--- src/rtl/rx_desc_walker.sv ---
module rx_desc_walker #(
  parameter int RING_DEPTH = 2,
  localparam int IDX_W = (RING_DEPTH > 2) ? $clog2(RING_DEPTH) : 1
) (
  input  logic             clk,
  input  logic             rst_n,
  input  logic             poll_req,
  input  logic             poll_take,
  input  logic [31:0]      head_status,
  output logic [IDX_W-1:0] head_idx,
  output logic             rsp_valid,
  output logic             frame_ready,
  output logic [1:0]       rsp_kind,
  output logic [10:0]      frame_len,
  output logic             frag_warn,
  output logic [2:0]       fatal_cause,
  output logic             reset_req,
  output logic             wb_en,
  output logic [IDX_W-1:0] wb_idx,
  output logic [31:0]      wb_data
);

  localparam logic [31:0] OWN_BIT    = 32'h8000_0000;
  localparam logic [31:0] GOOD_MASK  = 32'h3800_8300;
  localparam logic [31:0] SPAN_MASK  = 32'h3800_0300;
  localparam logic [31:0] WHOLE_PKT  = 32'h0000_0300;
  localparam logic [1:0]  K_NONE = 2'd0, K_GOOD = 2'd1, K_FRAG = 2'd2, K_FATAL = 2'd3;

  logic hw_owned, is_good, is_single, is_frag, is_fatal, take_ok;
  assign hw_owned  = head_status[31];
  assign is_good   = (head_status & GOOD_MASK) == WHOLE_PKT;
  assign is_single = (head_status & SPAN_MASK) == WHOLE_PKT;
  assign is_frag   = !is_single;
  assign is_fatal  = is_single && !is_good;
  assign take_ok   = poll_req && poll_take && !hw_owned;

  logic [10:0] len_now;
  assign len_now = head_status[26:16] - 11'd4;

  always_ff @(posedge clk) begin
    if (!rst_n) begin
      head_idx    <= '0;
      rsp_valid   <= 1'b0;
      frame_ready <= 1'b0;
      rsp_kind    <= K_NONE;
      frame_len   <= '0;
      frag_warn   <= 1'b0;
      fatal_cause <= '0;
      reset_req   <= 1'b0;
      wb_en       <= 1'b0;
      wb_idx      <= '0;
    end else begin
      rsp_valid   <= poll_req;
      frame_ready <= poll_req && !hw_owned && (!poll_take || is_good);
      rsp_kind    <= K_NONE;
      frame_len   <= '0;
      frag_warn   <= 1'b0;
      fatal_cause <= '0;
      reset_req   <= 1'b0;
      wb_en       <= 1'b0;
      wb_idx      <= '0;
      if (take_ok) begin
        if (is_good) begin
          rsp_kind  <= K_GOOD;
          frame_len <= len_now;
          wb_en     <= 1'b1;
          wb_idx    <= head_idx;
          head_idx  <= head_idx + 1'b1;
        end else if (is_frag) begin
          rsp_kind  <= K_FRAG;
          frag_warn <= head_status[15:0] != 16'h7FFF;
          head_idx  <= head_idx + 1'b1;
        end else begin
          rsp_kind    <= K_FATAL;
          fatal_cause <= {|(head_status & 32'h0890), |(head_status & 32'h004C), head_status[1]};
          reset_req   <= 1'b1;
          head_idx    <= '0;
        end
      end
    end
  end

  assign wb_data = wb_en ? OWN_BIT : 32'h0;


  owned_hold_chk: assert property (@(posedge clk) disable iff (!rst_n)
    poll_req && hw_owned |=> rsp_valid && !frame_ready && rsp_kind == K_NONE && !wb_en && $stable(head_idx));


  peek_hold_chk: assert property (@(posedge clk) disable iff (!rst_n)
    poll_req && !poll_take |=> $stable(head_idx) && !wb_en && !reset_req);


  wb_good_chk: assert property (@(posedge clk) disable iff (!rst_n)
    wb_en |-> rsp_valid && frame_ready && rsp_kind == K_GOOD && wb_idx == $past(head_idx));


  fatal_rewind_chk: assert property (@(posedge clk) disable iff (!rst_n)
    take_ok && is_fatal |=> reset_req && head_idx == '0 && !frame_ready);


  advance_chk: assert property (@(posedge clk) disable iff (!rst_n)
    take_ok && !is_fatal |=> head_idx == IDX_W'($past(head_idx) + 1'b1));


  idle_quiet_chk: assert property (@(posedge clk) disable iff (!rst_n)
    !rsp_valid |-> !frame_ready && rsp_kind == K_NONE && !reset_req && !wb_en && frame_len == '0);

endmodule

--- config.mk ---
export PLATFORM = sky130hd
export DESIGN_NAME = rx_desc_walker
export DESIGN_NICKNAME = d
export VERILOG_FILES = /design/src/rtl/rx_desc_walker.sv
export SDC_FILE = /design/constraint.sdc
export NUM_CORES = 1
export LEC_CHECK = 0
export BUFFER_PORTS_ARGS = -buffer_cell sky130_fd_sc_hd__buf_2
export CAP_MARGIN = 30
export CORE_UTILIZATION = 38
export CTS_CLUSTER_DIAMETER = 30
export CTS_CLUSTER_SIZE = 40
export DETAILED_ROUTE_END_ITERATION = 8
export PLACE_DENSITY_LB_ADDON = 0.2
export SYNTH_ARGS = -nofsm -noshare
export SYNTH_HDL_FRONTEND = slang
export SYNTH_SLANG_ARGS = --single-unit
--- constraint.sdc ---
create_clock -name clk -period 1.6 [get_ports clk]
set_input_delay 0.16 -clock clk [delete_from_list [all_inputs] [get_ports clk]]
set_output_delay 0.16 -clock clk [all_outputs]
set_load 0.005 [all_outputs]
==> results of run 1 <==
-- area by class of cell --
cell class,instances,area share (%)
multi-input combinational,83,34.9
sequential,23,34.4
timing repair buffer,63,24.5
tap,30,2.80
clock buffer,3,1.68
inverter,5,1.40
clock inverter,1,0.373
-- metal layers --
metal	GRT usage, %	vias up	wire length [um]
met3	5.15	2	231
met4	4.29	0	10
li1	-	464	-
met1	14.1	407	803
met2	21.0	58	966
met5	0	-	0
-- synth_stat cells, drive strengths merged --
library cell	number
xor2	1
a211oi	1
o31a	2
o21ai	2
buf	33
nand2b	1
inv	5
nor4	2
conb	1
or2	1
nand4	3
nor3	2
and2	5
a21oi	6
dfxtp	23
nand3	2
or3b	1
ha	1
nand4b	2
nand3b	2
xnor2	1
o31ai	4
nand4bb	1
a31oi	1
or3	3
nor2	4
or4	3
nor4bb	1
-- how the worst max path moves through the flow --
stage / slack (ns) / end / startpoint / cells after the start
after global routing: 0.32 / frame_len[10] / head_status[18] / 6
after floorplan: 0.19 / frame_len[10] / head_status[18] / 5
after CTS: 0.36 / frame_len[10] / head_status[18] / 6
after detailed placement: 0.05 / frame_len[10] / head_status[18] / 6
after global placement: 0.07 / frame_len[10] / head_status[18] / 6
final: 0.36 / frame_len[10] / head_status[19] / 6
-- cell families after synthesis --
kind of cell / after synthesis / synth area share (%)
compound gates: 16 / 9.39
xor+xnor: 2 / 1.62
other cells: 1 / 0.347
simple gates: 33 / 20.4
flops: 23 / 42.6
fa+ha+maj: 1 / 1.16
buf+inv: 38 / 24.4
-- critical path: stages --
cell and delay [ns]:
buf_2 0.11, inv_1 0.05, ha_1 0.16, or3b_4 0.38, or4_1 0.47, a21oi_1 0.14
-- sequential cells by signal, indices dropped and copies added, names as in the netlist --
name / cells
fatal_cause: 3
head_idx: 1
rsp_valid: 1
reset_req: 1
rsp_kind: 2
frame_ready: 1
frame_len: 11
frag_warn: 1
wb_idx: 1
wb_en: 1
-- cell usage in the layout, fill, tap and decap left out, types with 3 or more instances in the layout --
| cell | count |
|---|---|
| conb_1 | 31 |
| dfxtp_1 | 23 |
| and2_1 | 5 |
| nand4_1 | 3 |
| or3_1 | 3 |
| nor2_1 | 4 |
| o31ai_1 | 4 |
| clkbuf_4 | 3 |
| inv_1 | 4 |
| buf_4 | 5 |
| a21oi_1 | 6 |
| buf_2 | 58 |
-- per-stage QoR --
step	instances	utilization, %	power [mW]	cell area, um^2
after CTS	208	51.7	0.972	1340
after detailed placement	204	50.7	0.708	1310
after floorplan	144	-	0.694	1190
final	208	51.7	0.958	1340
after global routing	208	51.7	1.01	1340
after global placement	204	50.7	0.705	1310
-- power by group --
part           leakage, nW  switching [mW]  internal (mW)  total, mW
registers            0.186         0.00184          0.578      0.579
clock network       0.0177           0.168         0.0931      0.261
logic                0.505          0.0634         0.0545      0.118
==> flow_summary.toml, run 1 <==
[placement]
hpwl_mm = 1.67
gp_congestion = 0.763
io_buffer_count = 58
pre_cts_ws_ns = 0.0456

[clock_network]
cts_buffer_depth = 2
clk_pin_slew_ns = 0.13
hold_buffers = 0
postCtsSetupBuffers = 0
cts_tree = "built"
clockRootBuffer = "clkbuf_4"
cts_max_level = 1
cts_buffers = 3
clkLatencyLatePin_ns = 0.30
cts.sinks = 23
cts_resized = 0

[grt]
grt_pass1_vias = 790
grt-ovfl-total = 0
track_usage_pct = 12.4
grt_pass1_wl_mm = 3.09
antenna_found_initial = 0
grt_max_degree = 14

[timing]
rsz0062_at_grt = "no"
holdWs_ns = 0.0424
fin_setup_tns_ns = 0
period_minus_slack_ns = 1.24
setup_slack_ns = 0.356
slew_violations = 0
fmax_mhz = 804
period_share_pct = 77.8
hold_viol_final = 0
fin_skew_ns = 0.000154
setup_viol = 0

[synthesis]
yosysWarningCount = 0
ys_types = 31
yosysTopAreaCell = "dfxtp_1"
syn_inst = 114
yosysTopAreaCellShare_pct = 42.6
seq_area_frac_synth_pct = 42.6
syn-cell-area_um2 = 1080
ys_seq_elements = 23
synth.area.top_cells = "dfxtp_1, buf_4, and2_1"
synth.avg_cell_area_um2 = 9.47

[floorplan]
rows = 18
die_area_um2 = 3060
core_area_um2 = 2590
initial_utilization_pct = 41.7
io-pin-count = 91
die_w_um = 55.3
die_h_um = 55.3

[worst_setup_path]
worstSetupEndpointType = "flop"
rr_worst_depth = 2
r2r_slack_ns = 0.86
crit_type = "in -> reg"
crit_fanout = 3
start_kind = "input port"
r2r-start = "head_idx"
arrival_ns = 1.48
required_ns = 1.83
r2r-end = "head_idx"

[drt]
routed_wl_mm = 2.01
drc = 0
drt_iter0_markers = 11
wire_per_inst_um = 9.67
antenna_left = 0
vias_per_cell = 4.48
vias = 931
drt_first_pass_iters = 4

[finish]
seq_area_um2 = 460
syn2layout_area_growth_pct = 24.1
fill_cells = 256
drive_gt1_share_pct = 39.9
fin_nets = 216
multiInputGateArea_um2 = 468
diodes = 0

[flow_run]
maxCapViolCount = 0

[min_path]
hold_start = "poll_take"
hold_depth = 2
hp-class = "in -> reg"
worst_hold_path.endpoint = "frame_ready"

[power_and_ir_drop]
vdd_drop_max_mv = 0.398
pwr_density_cell_nw_per_um2 = 715
leakage_nw = 0.709

[outcome]
status = "complete, no violations"
No activity file was read; power rests on OpenSTA's default activity.
==> inputs of run 2 (changes only) <==
--- a/config.mk
+++ b/config.mk
@@ -5,9 +5,10 @@
 export SDC_FILE = /design/constraint.sdc
 export NUM_CORES = 1
 export LEC_CHECK = 0
+export ABC_AREA = 1
 export BUFFER_PORTS_ARGS = -buffer_cell sky130_fd_sc_hd__buf_2
 export CAP_MARGIN = 30
-export CORE_UTILIZATION = 38
+export CORE_UTILIZATION = 35
 export CTS_CLUSTER_DIAMETER = 30
 export CTS_CLUSTER_SIZE = 40
 export DETAILED_ROUTE_END_ITERATION = 8
==> constraint.sdc (replaced) <==
create_clock -name clk -period 1.07 [get_ports clk]
set_input_delay 0.107 -clock clk [delete_from_list [all_inputs] [get_ports clk]]
set_output_delay 0.107 -clock clk [all_outputs]
set_load 0.005 [all_outputs]
==> flow_summary.toml, run 2 <==
[synthesis]
yosysWarningCount = 0
synthTopCellsByCount = "buf_4, nand2_1, nor2_1"
ys_seq_elements = 23
syn-cell-area_um2 = 1150
syn_inst = 155
synth.avg_cell_area_um2 = 7.43
yosysTopAreaCell = "dfxtp_1"
seq_area_frac_synth_pct = 40.0
synth.area.top_cells = "dfxtp_1, buf_4, nand2_1"
synth-main-ff-cell = "dfxtp_1"
ys_types = 19
async_reset_ff_share_pct = 0
yosysTopAreaCellShare_pct = 40.0
synth_edf_count = 0
yosysMostFrequentCell = "buf_4"

[worst_setup_path]
required_ns = 0.96
crit_type = "reg -> out"
slowest_stage = "dfxtp_1"
path_cells = "buf_2"
arrival_ns = 0.78
crit_fanout = 3
max_stage_delay_ns = 0.37
worstSetupEndpointType = "output pin"
start_kind = "flop"
critPathTopFamily = "flip-flops"
path_buf_inv = 1

[drt]
dr_wl_met2_mm = 1.02
wl_met1_um = 837
routed_wl_mm = 2.09
drt_iter0_markers = 41
highest_layer = "met4"
wire_per_inst_um = 7.90
vias = 1015
drc = 0
wl_met3_um = 204
antenna_left = 0
drt_first_pass_iters = 4
vias_per_cell = 3.84

[min_path]
hp-class = "in -> reg"

[power_and_ir_drop]
swShare_pct = 24.1
pwr_density_cell_nw_per_um2 = 1000
p_comb_share_pct = 13.8
p_sw_mw = 0.348
leakage_nw = 0.863
p_int_mw = 1.10
power_frac_seq_pct = 59.9
vdd_drop_max_mv = 0.302
power_mw = 1.45
p_clk_share_pct = 26.3

[timing]
slew_violations = 0
rsz0062_at_grt = "no"
fin_skew_ns = 0.000134
setup_viol = 0
period_share_pct = 83.3
fin_setup_tns_ns = 0
fmax_mhz = 1120
period_minus_slack_ns = 0.891
hold_viol_final = 0

[outcome]
status = "complete, no violations"

[clock_network]
postCtsSetupBuffers = 0
cts_tree = "built"
clkLatencyLatePin_ns = 0.29
hold_buffers = 5
clk_pin_slew_ns = 0.12
clockRootBuffer = "clkbuf_4"
cts_max_level = 1
cts.sinks = 23
cts_buffer_depth = 2
cts_resized = 0
cts_buffers = 3

[floorplan]
die_area_um2 = 3530
die_h_um = 59.4
die_w_um = 59.4
rows = 20
core_area_um2 = 3080
io-pin-count = 91
initial_utilization_pct = 37.4

[placement]
hpwl_mm = 1.70
gp_congestion = 0.802
io_buffer_count = 58
dpl_cell_area_um2 = 1370
dpl.cell_count = 255

[finish]
diodes = 0
syn2layout_area_growth_pct = 25.5
top_regs = "frame_len x11, fatal_cause x3, rsp_kind x2"
regMostFlops = "frame_len"
largest_reg_flops = 11
post-route-util_pct = 47.0
drive_gt1_share_pct = 30.9
fin_nets = 258
final_cell_count_no_fill = 264
fin_area_um2 = 1450
final_common_cell = "buf_2"
layout_common_cells = "buf_2, conb_1, nand2_1, nor2_1, dfxtp_1"

[grt]
grt_pass1_wl_mm = 3.51
grt_max_degree = 13
grt_pass1_vias = 885
track_usage_pct = 13.1
antenna_found_initial = 0
grt-ovfl-total = 0

[flow_run]
maxCapViolCount = 0
## run 2: cell types whose count changed after synthesis, moves of 3 or more
| cell | previous run | this run |
|---|---|---|
| nor2_1 | 4 | 25 |
| and2_1 | 5 | 0 |
| inv_1 | 4 | 22 |
| or3_1 | 3 | 0 |
| o31ai_1 | 4 | 0 |
| nand2_1 | 0 | 25 |
## run 2: worst paths after layout
check,start,to,slack [ns],cells after the start
worst max-delay path,head_idx,head_idx,0.18,1
worst min-delay path,head_status[1],fatal_cause[0],0.02,3
worst max register to register,head_idx,head_idx,0.41,4
worst min register to register,head_idx,wb_idx,0.48,2
## run 2: tightest hold or removal path, stage by stage
cell,delay (ns)
buf_2,0.10
inv_1,0.04
nor2_1,0.03
## run 2: kinds of logic (layout without fill, tap and decap cells)
group | count (synthesis) | after routing | share of synthesized area [%]
other | 1 | 31 | 0.325
AOI/OAI and AO/OA | 7 | 7 | 3.04
buffers and inverters | 54 | 89 | 28.0
xor gates and xnor gates | 2 | 2 | 1.52
adders and majority gates | 1 | 1 | 1.09
and+or+nand+nor | 67 | 67 | 26.1
DFF | 23 | 23 | 40.0
## run 2: per-layer routing
layer / up-vias / GRT usage, %
li1: 534 / -
met1: 425 / 14.8
met2: 54 / 23.3
met3: 2 / 1.31
met4: 0 / 8.50
met5: - / 0
## run 2: final cells by class
cell class / count / area, um^2
clock buffers: 4 / 26.3
fillers: 340 / 1630
inverters: 22 / 82.6
multi-input cells: 108 / 482
flip-flops and latches: 23 / 460
well taps: 44 / 55.1
repair buffers: 63 / 340
## run 2: power groups by stage
stage	clock [mW]	sequential, mW	combinational (mW)
after CTS	0.408	0.867	0.198
after detailed placement	0	0.886	0.184
after global placement	0	0.886	0.184
after floorplan	0	0.887	0.171
after global routing	0.438	0.868	0.234
final	0.380	0.866	0.200
## run 2: stage by stage
stage	hold slack, ns	setup WS, ns
2_1_floorplan	0.179	0.240
3_3_place_gp	0.316	0.0544
3_5_place_dp	0.311	0.0452
4_1_cts	0.00613	0.145
5_1_grt	0.00999	0.115
6_report	0.0184	0.179
